**config.mk**
```make
export PLATFORM = sky130hd
export DESIGN_NAME = cal_prescaler
export DESIGN_NICKNAME = d
export VERILOG_FILES = /design/src/rtl/cal_prescale_pkg.sv /design/src/rtl/cal_fine_div.sv /design/src/rtl/cal_second_div.sv /design/src/rtl/cal_cycle_ctr.sv /design/src/rtl/cal_prescaler.sv
export SDC_FILE = /design/constraint.sdc
export NUM_CORES = 1
export LEC_CHECK = 0
export ABC_CLOCK_PERIOD_IN_PS = 4900
export BUFFER_PORTS_ARGS = -buffer_cell sky130_fd_sc_hd__buf_2
export CAP_MARGIN = 20
export CORE_ASPECT_RATIO = 1.25
export CORE_MARGIN = 8
export CORE_UTILIZATION = 45
export DETAILED_ROUTE_END_ITERATION = 10
export SLEW_MARGIN = 20
export SYNTH_ARGS = -nofsm -noshare
export SYNTH_HDL_FRONTEND = slang
export SYNTH_HIERARCHICAL = 1
export SYNTH_SLANG_ARGS = --single-unit
```
**constraint.sdc**
```tcl
create_clock -name clk -period 4.9 [get_ports clk]
set_input_delay 1.225 -clock clk [delete_from_list [all_inputs] [get_ports clk]]
set_output_delay 1.225 -clock clk [all_outputs]
set_load 0.005 [all_outputs]
```
**src/rtl/cal_prescale_pkg.sv**
```systemverilog
package cal_prescale_pkg;

    // low divider stage: uncorrected, 256 oscillator cycles per wrap
    localparam int FINE_BITS = 8;
    localparam int FT_BIT    = 5;   // toggles every 32 cycles -> 512 Hz
    localparam int MIN_BITS  = 6;   // 64-minute correction cycle
    localparam int CYCLE_MINS = 1 << MIN_BITS;

    localparam logic [FINE_BITS-1:0] FINE_LAST = '1;
    localparam logic [FINE_BITS-1:0] FINE_MID  = {1'b0, {(FINE_BITS-1){1'b1}}};

    typedef struct packed {
        logic       out_lvl;  // bit 7
        logic       ftest;    // bit 6
        logic       pos;      // bit 5: 1 = faster (shorter second)
        logic [4:0] mag;      // bits 4:0
    } cal_ctrl_t;

    typedef enum logic [1:0] {
        SEC_NORMAL = 2'd0,
        SEC_SHORT  = 2'd1,
        SEC_LONG   = 2'd2
    } sec_kind_t;

    function automatic sec_kind_t pick_kind(input logic first_sec,
                                            input logic [MIN_BITS-1:0] min_pos,
                                            input cal_ctrl_t c);
        if (first_sec && (min_pos < {c.mag, 1'b0}))
            return c.pos ? SEC_SHORT : SEC_LONG;
        return SEC_NORMAL;
    endfunction

endpackage

```
**src/rtl/cal_fine_div.sv**
```systemverilog
module cal_fine_div
    import cal_prescale_pkg::*;
(
    input  logic                 clk,
    input  logic                 rst,
    input  logic                 stop_i,
    input  logic                 osc_en_i,
    output logic [FINE_BITS-1:0] fine_o
);
    logic [FINE_BITS-1:0] fine_q;

    always_ff @(posedge clk) begin
        if (rst || stop_i)
            fine_q <= '0;
        else if (osc_en_i)
            fine_q <= fine_q + 1'b1;
    end

    assign fine_o = fine_q;
endmodule

```
**src/rtl/cal_second_div.sv**
```systemverilog
module cal_second_div
    import cal_prescale_pkg::*;
#(
    parameter int DIV_BITS = 15
) (
    input  logic                 clk,
    input  logic                 rst,
    input  logic                 stop_i,
    input  logic                 osc_en_i,
    input  logic [FINE_BITS-1:0] fine_i,
    input  sec_kind_t            kind_i,
    output logic                 sec_end_o
);
    localparam int BLK_BITS = DIV_BITS - FINE_BITS;
    localparam int BLOCKS   = 1 << BLK_BITS;
    localparam int CNT_W    = BLK_BITS + 1;
    localparam logic [CNT_W-1:0] LAST_NORM  = CNT_W'(BLOCKS - 1);
    localparam logic [CNT_W-1:0] LAST_SHORT = CNT_W'(BLOCKS - 2);

    logic [CNT_W-1:0] blk_q;
    logic             half_q;   // block boundary sits at mid-count of fine stage
    logic             pend_q;   // long second: waiting for the extra half block
    logic             evt, stretch;
    logic [CNT_W-1:0] last_blk;

    assign evt      = osc_en_i && !stop_i && (fine_i == (half_q ? FINE_MID : FINE_LAST));
    assign last_blk = (kind_i == SEC_SHORT) ? LAST_SHORT : LAST_NORM;
    assign sec_end_o = evt && (pend_q || ((blk_q == last_blk) && (kind_i != SEC_LONG)));
    assign stretch   = evt && !pend_q && (kind_i == SEC_LONG) && (blk_q == LAST_NORM);

    always_ff @(posedge clk) begin
        if (rst || stop_i) begin
            blk_q  <= '0;
            half_q <= 1'b0;
            pend_q <= 1'b0;
        end else if (sec_end_o) begin
            blk_q  <= '0;
            pend_q <= 1'b0;
        end else if (stretch) begin
            pend_q <= 1'b1;
            half_q <= ~half_q;
        end else if (evt) begin
            blk_q <= blk_q + 1'b1;
        end
    end
endmodule

```
**src/rtl/cal_cycle_ctr.sv**
```systemverilog
module cal_cycle_ctr
    import cal_prescale_pkg::*;
#(
    parameter int SECS_PER_MIN = 60
) (
    input  logic                          clk,
    input  logic                          rst,
    input  logic                          sec_end_i,
    output logic [$clog2(SECS_PER_MIN)-1:0] sec_o,
    output logic [MIN_BITS-1:0]           min_o
);
    localparam int SEC_W = $clog2(SECS_PER_MIN);
    localparam logic [SEC_W-1:0] SEC_LAST = SEC_W'(SECS_PER_MIN - 1);

    logic [SEC_W-1:0]    sec_q;
    logic [MIN_BITS-1:0] min_q;

    always_ff @(posedge clk) begin
        if (rst) begin
            sec_q <= '0;
            min_q <= '0;
        end else if (sec_end_i) begin
            if (sec_q == SEC_LAST) begin
                sec_q <= '0;
                min_q <= min_q + 1'b1;   // wraps after CYCLE_MINS minutes
            end else begin
                sec_q <= sec_q + 1'b1;
            end
        end
    end

    assign sec_o = sec_q;
    assign min_o = min_q;
endmodule

```
**src/rtl/cal_prescaler.sv**
```systemverilog
module cal_prescaler
    import cal_prescale_pkg::*;
#(
    parameter int DIV_BITS     = 15,
    parameter int SECS_PER_MIN = 60
) (
    input  logic       clk,
    input  logic       rst,
    input  logic       osc_en_i,
    input  logic       stop_i,
    input  logic [7:0] ctrl_i,
    output logic       tick_o,
    output logic       pin_low_o
);
    localparam int SEC_W = $clog2(SECS_PER_MIN);

    cal_ctrl_t            ctrl;
    logic [FINE_BITS-1:0] fine;
    logic [SEC_W-1:0]     sec_pos;
    logic [MIN_BITS-1:0]  min_pos;
    sec_kind_t            kind;
    logic                 sec_end;
    logic                 tick_q, pin_q;

    assign ctrl = cal_ctrl_t'(ctrl_i);
    assign kind = pick_kind(sec_pos == '0, min_pos, ctrl);

    cal_fine_div fine_i (
        .clk      (clk),
        .rst      (rst),
        .stop_i   (stop_i),
        .osc_en_i (osc_en_i),
        .fine_o   (fine)
    );

    cal_second_div #(.DIV_BITS(DIV_BITS)) sec_div_i (
        .clk       (clk),
        .rst       (rst),
        .stop_i    (stop_i),
        .osc_en_i  (osc_en_i),
        .fine_i    (fine),
        .kind_i    (kind),
        .sec_end_o (sec_end)
    );

    cal_cycle_ctr #(.SECS_PER_MIN(SECS_PER_MIN)) cyc_i (
        .clk       (clk),
        .rst       (rst),
        .sec_end_i (sec_end),
        .sec_o     (sec_pos),
        .min_o     (min_pos)
    );

    always_ff @(posedge clk) begin
        if (rst) begin
            tick_q <= 1'b0;
            pin_q  <= 1'b0;   // released, as with test off and level high
        end else begin
            tick_q <= sec_end;
            pin_q  <= ctrl.ftest ? fine[FT_BIT] : ~ctrl.out_lvl;
        end
    end

    assign tick_o    = tick_q;
    assign pin_low_o = pin_q;
endmodule

```
==> results of run 1 <==
[how the worst min path moves through the flow]
stage | endpoint | cells after the start
6_report | sec_div_i/half_q | 2
2_1_floorplan | sec_div_i/blk_q[7] | 2
3_3_place_gp | sec_div_i/half_q | 2
5_1_grt | sec_div_i/blk_q[7] | 2
4_1_cts | sec_div_i/half_q | 2
3_5_place_dp | sec_div_i/half_q | 2
[synth_stat cells (2+ instances only)]
library cell / instances
inv_1: 8
nand3_1: 10
nor4_1: 2
nor2b_1: 3
or2_2: 2
buf_2: 2
a221oi_1: 8
clkbuf_1: 5
or3_2: 2
ha_1: 8
a311oi_1: 2
nand2_1: 10
xnor2_1: 5
nor3_1: 4
a211oi_1: 2
nand4_1: 4
a21oi_1: 14
and3_1: 3
o21ai_0: 11
o31ai_1: 8
dfxtp_1: 32
nand4b_1: 2
or3_1: 9
nor3b_1: 2
or4_1: 7
mux2i_1: 2
xor2_1: 4
nor2_1: 10
[power breakdown]
part / switching, mW / internal [mW]
combinational: 0.0114 / 0.00853
clock: 0.0946 / 0.112
sequential: 0.000809 / 0.261
total: 0.107 / 0.381
[area by class of cell]
class	count	area share [%]
clock buffer	6	4.400
tap	40	2.667
inverter	8	1.600
sequential	32	34.13
timing repair buffer	15	4.267
clock inverter	2	0.5333
multi-input combinational	146	52.40
[state kept, by name, indices dropped and copies added (netlist names)]
register and flops:
sec_div_i/blk_q 8, pin_low_o 1, fine_i/fine_o 8, cyc_i/sec_o 6, cyc_i/min_o 6, sec_div_i/pend_q 1
sec_div_i/half_q 1, tick_o 1
[kinds of logic (layout without fill, tap and decap cells)]
group / Yosys count / count (layout) / share of synthesized area, %
AO/OA/AOI/OAI: 48 / 48 / 18.42
XOR/XNOR: 9 / 9 / 4.622
AND/OR/NAND/NOR: 78 / 78 / 26.93
buffers and inverters: 18 / 31 / 4.769
adder cells (fa/ha/maj): 8 / 8 / 5.870
multiplexers: 3 / 3 / 1.834
flip-flops: 32 / 32 / 37.56
[through the flow]
step	hold slack [ps]	worst slack, ps
after global placement	483.8	903.2
after floorplan	465.0	786.6
final	500.5	1020
after CTS	499.6	1029
after global routing	534.2	750.2
after detailed placement	489.7	732.4
[per-layer routing]
| metal | vias up | global-route usage [%] | routed length, um |
|---|---|---|---|
| met2 | 31 | 20.96 | 1830 |
| met3 | 5 | 3.892 | 151 |
| li1 | 765 | - | - |
| met1 | 716 | 12.66 | 1521 |
| met4 | 0 | 5.503 | 48 |
| met5 | - | 0 | 0 |
[critical path, stage by stage]
cell      delay, ps
buf_2            70
inv_1            30
ha_1            190
nor4_2          240
nand3_1         120
a311oi_1        470
nor3b_1         240
a21oi_1          60
o21bai_1        170
and2_1          300
nand2_2         200
nor4_1          370
mux2_2          370
==> run metrics, run 1 <==
critical path endpoint=cyc_i/min_o[5]; Top FF cell, synth=dfxtp_1; maximum vdd drop=0.0001412 V; max-slew violation count=0; area of the core=3722 um2; Iter 0 DRT Violations=151; Tot GR Track Use=11.99%; worst rel slew slack=67.51%; Hold Fails Final Rpt=0; Placed Area=1784 um2; CTS root buf=clkbuf_8; top cells by area, synth=dfxtp_1, ha_1, a21oi_1; CTS tree=yes; Tightest Pin Transition=484.1 ps; CTS Sinks=32; Post-Syn Area=1705 um2; CTS H-tree lvls=2; first-pass GRT wire length=5.934 mm; Longest Clk Path Bufs=2; Starting Density=45.82%; Antenna Nets Post-Route=0; Finished Layout Cells=249; initial antenna violation count=0; Crit. Startpoint=ctrl_i[4]; # IOs=14; multi-input logic area=983.4 um2; Syn Nets=216; post-layout util=50.42%; P&R area growth vs syn=10.05%; status=completed; clk_lat worst skew=280 ps; worst reg2reg path startpoint=cyc_i/min_o[3]; gr ovfl total=0; RSZ-0062 raised after global routing=false; First-pass DRT Iterations=4; largest net degree at the start of global routing=18; DP HPWL=2.601 mm; WL final=3.552 mm; R2R Setup Slk=1700 ps; sequential fraction of the synthesis area=37.56%; Clock Skew=2.426 ps; Power Dens Cells=260.1 nW/um2; Synth top area share=37.56%; most frequent cells in the layout=dfxtp_1, a21oi_1, buf_2, o21ai_0; placed cells=241; Worst R2R End=cyc_i/min_o[5]; Num CTS Buffers=5; WS Path Type=in -> reg; post-CTS setup buffer count=0; Crit. End Element=flop; highest clock rate=257.7 MHz; Die H=84.83 um; post-CTS resize count=0; commonest non-fill, non-tap cell in the layout=dfxtp_1; Port Buf Inserts=13; Max Cap Violations=0; final setup vio count=0; layout cell share with drive strength beyond 1=15.79%; vias per cell=6.092; CTS Hold Bufs=0; Final #Nets=228; DRC violations left=0; Post-synth EDFFs=0; setup_tns=0 ps; Design Area, Final=1877 um2; Synth Warn #=6; crit path launch type=primary input; critical path data arrival time=4050 ps; filler instances=360; Synth cell types=43; Yosys top cell by area=dfxtp_1; WL/cell=14.27 um; ANT cells=0; syn avg cell area=8.701 um2; depth of the most critical reg-to-reg path=11; Die X=71.06 um; register bit total from synthesis=32; leakage=0.6652 nW; ys async rst share=0%; number of global-route vias before repair=1396; worst-path maximum fanout=12; Power Total=488.2 uW; Synth Instances=196; worst min path class=reg -> reg; Final GP Congestion=0.7820; die area=6028 um2; Tcrit/Tclk final=79.18%; Reg area=640.6 um2; hold path startpoint=sec_div_i/half_q; min Tclk post-route=3880 ps; routed via count=1517; CP required=5070 ps; Row Count=25; Worst-path clk slew=60 ps
Power figures use the tool's default switching activity.
==> run 2: changes to the inputs <==
- ABC_CLOCK_PERIOD_IN_PS: 4900 -> 3300
- PLACE_DENSITY: unset -> 0.65
- clock period: 4.9 -> 3.3 ns (I/O delays scaled with it)
==> run metrics, run 2 (synthesized netlist as in run 1, its figures left out) <==
status=completed; max-slew violation count=0; Port Buf Inserts=13; Hold Path End=sec_div_i/half_q; Psw=164.3 uW; largest net degree at the start of global routing=18; Tightest Pin Transition=432.0 ps; RSZ-0062 raised after global routing=false; worst min path class=reg -> reg; min Tclk post-route=3044 ps; Die H=84.83 um; maximum vdd drop=0.0002498 V; Finished Layout Cells=251; WS Path Type=in -> reg; routed via count=1526; clk_lat worst skew=280 ps; Starting Density=45.82%; leakage=0.6900 nW; Final #Nets=230; Hold Fails Final Rpt=0; worst reg2reg path startpoint=cyc_i/min_o[3]; Design Area, Final=1941 um2; Int Power=624.9 uW; Reg area=640.6 um2; CTS Hold Bufs=0; DRC violations left=0; multi-input logic area=1013 um2; Antenna Nets Post-Route=0; commonest non-fill, non-tap cell in the layout=dfxtp_1; CTS H-tree lvls=2; CTS tree=yes; setup_tns=0 ps; depth of the most critical reg-to-reg path=11; crit path launch type=primary input; largest delay contributor family on the critical path=simple AND/OR/NAND/NOR gates; cell depth of the worst hold path=2; critical path data arrival time=3260 ps; slowest stage delay, CP=530 ps; Net Sw Frac=20.82%; gr ovfl total=0; Clock Skew=4.154 ps; Final GP Congestion=0.7901; worst-path maximum fanout=12; worst setup slack after placement=-81.59 ps; hold path startpoint=sec_div_i/half_q; vias per cell=6.080; CTS root buf=clkbuf_8; Critical Path Most Common Cell=a21oi_1; WL/cell=14.60 um; ANT cells=0; Row Count=25; part of the power in registers=49.3%; highest clock rate=328.6 MHz; layout cell share with drive strength beyond 1=19.43%; Placed Area=1829 um2; Power Dens Cells=406.6 nW/um2; Worst-path clk slew=70 ps; area of the core=3722 um2; Longest Clk Path Bufs=2; number of global-route vias before repair=1518; placed cells=243; CP Cell Sequence=buf_2, inv_1, ha_1, a21oi_1, o21ai_1, a311oi_2, nor3b_2, a21oi_1, o21bai_2, and2_4, nand2_2, or4_1, a21oi_1; R2R Setup Slk=510 ps; Die X=71.06 um; post-CTS setup buffer count=0; DP HPWL=2.727 mm; Comb pwr share=4.1%; Max Cap Violations=0; Tot GR Track Use=12.74%; first-pass GRT wire length=6.389 mm; # IOs=14; slowest CP cell=or4_1; P&R area growth vs syn=13.79%; buffers plus inverters on the worst setup path=2; die area=6028 um2; CTS Sinks=32; First-pass DRT Iterations=4; final setup vio count=0; filler instances=349; Tcrit/Tclk final=92.23%; Num CTS Buffers=5; most frequent cells in the layout=dfxtp_1, a21oi_1, buf_2; CP required=3510 ps; WL final=3.664 mm; Iter 0 DRT Violations=99; Final WS setup=256.4 ps; worst rel slew slack=71.20%; initial antenna violation count=0; Worst R2R End=cyc_i/min_o[3]; Clock Power Share=46.7%; Crit. End Element=flop
==> run 2: worst max path at each step <==
stage	from	end	slack, ps	cells after the start
3_3_place_gp	ctrl_i[2]	cyc_i/min_o[4]	70	13
2_1_floorplan	ctrl_i[2]	cyc_i/min_o[2]	10	13
4_1_cts	ctrl_i[2]	cyc_i/min_o[3]	210	13
3_5_place_dp	ctrl_i[2]	cyc_i/min_o[3]	-80	13
6_report	ctrl_i[2]	cyc_i/min_o[3]	260	13
5_1_grt	ctrl_i[2]	cyc_i/min_o[3]	1	13
==> run 2: final cells by class <==
type,count,area share (%)
clock buffer,5,3.546
clock inverter,3,2.192
inverter,8,1.547
multi-input combinational,146,52.22
sequential,32,33.01
tap,40,2.579
timing repair buffer,17,4.900
==> run 2: per-layer routing <==
metal	up-vias	global-route usage, %	wire, um
met3	4	3.774	160
met1	715	12.93	1536
met4	0	5.503	26
li1	764	-	-
met2	43	23.33	1941
met5	-	0	0
==> run 2: timing repair <==
item | 4_1_cts | 5_1_grt
gates resized for setup | 0 | 1
hold endpoints to repair | 0 | 0
setup endpoints to repair | 0 | 2
==> run 2: power by group through the flow <==
stage                     clock [mW]  sequential [mW]  combinational [mW]
after detailed placement           0            0.397              0.0322
after CTS                      0.377            0.389              0.0323
after floorplan                    0            0.397              0.0206
after global placement             0            0.397              0.0307
after global routing           0.390            0.389              0.0370
final                          0.368            0.389              0.0322
==> run 2: metrics by stage <==
step | power, mW | util (%) | hold WS [ps]
after floorplan | 0.4179 | - | 465.0
after global placement | 0.4280 | 49.14 | 481.2
after detailed placement | 0.4296 | 49.14 | 491.5
after CTS | 0.7983 | 52.13 | 501.2
after global routing | 0.8160 | 52.13 | 534.0
final | 0.7891 | 52.13 | 501.1
==> run 2: worst register-to-register path, stage by stage, from the launching register on <==
cell,delay [ps]
dfxtp_1,410
ha_1,280
a21oi_1,120
o21ai_1,120
a311oi_2,350
nor3b_2,230
a21oi_1,70
o21bai_2,160
and2_4,170
nand2_2,130
or4_1,530
a21oi_1,150
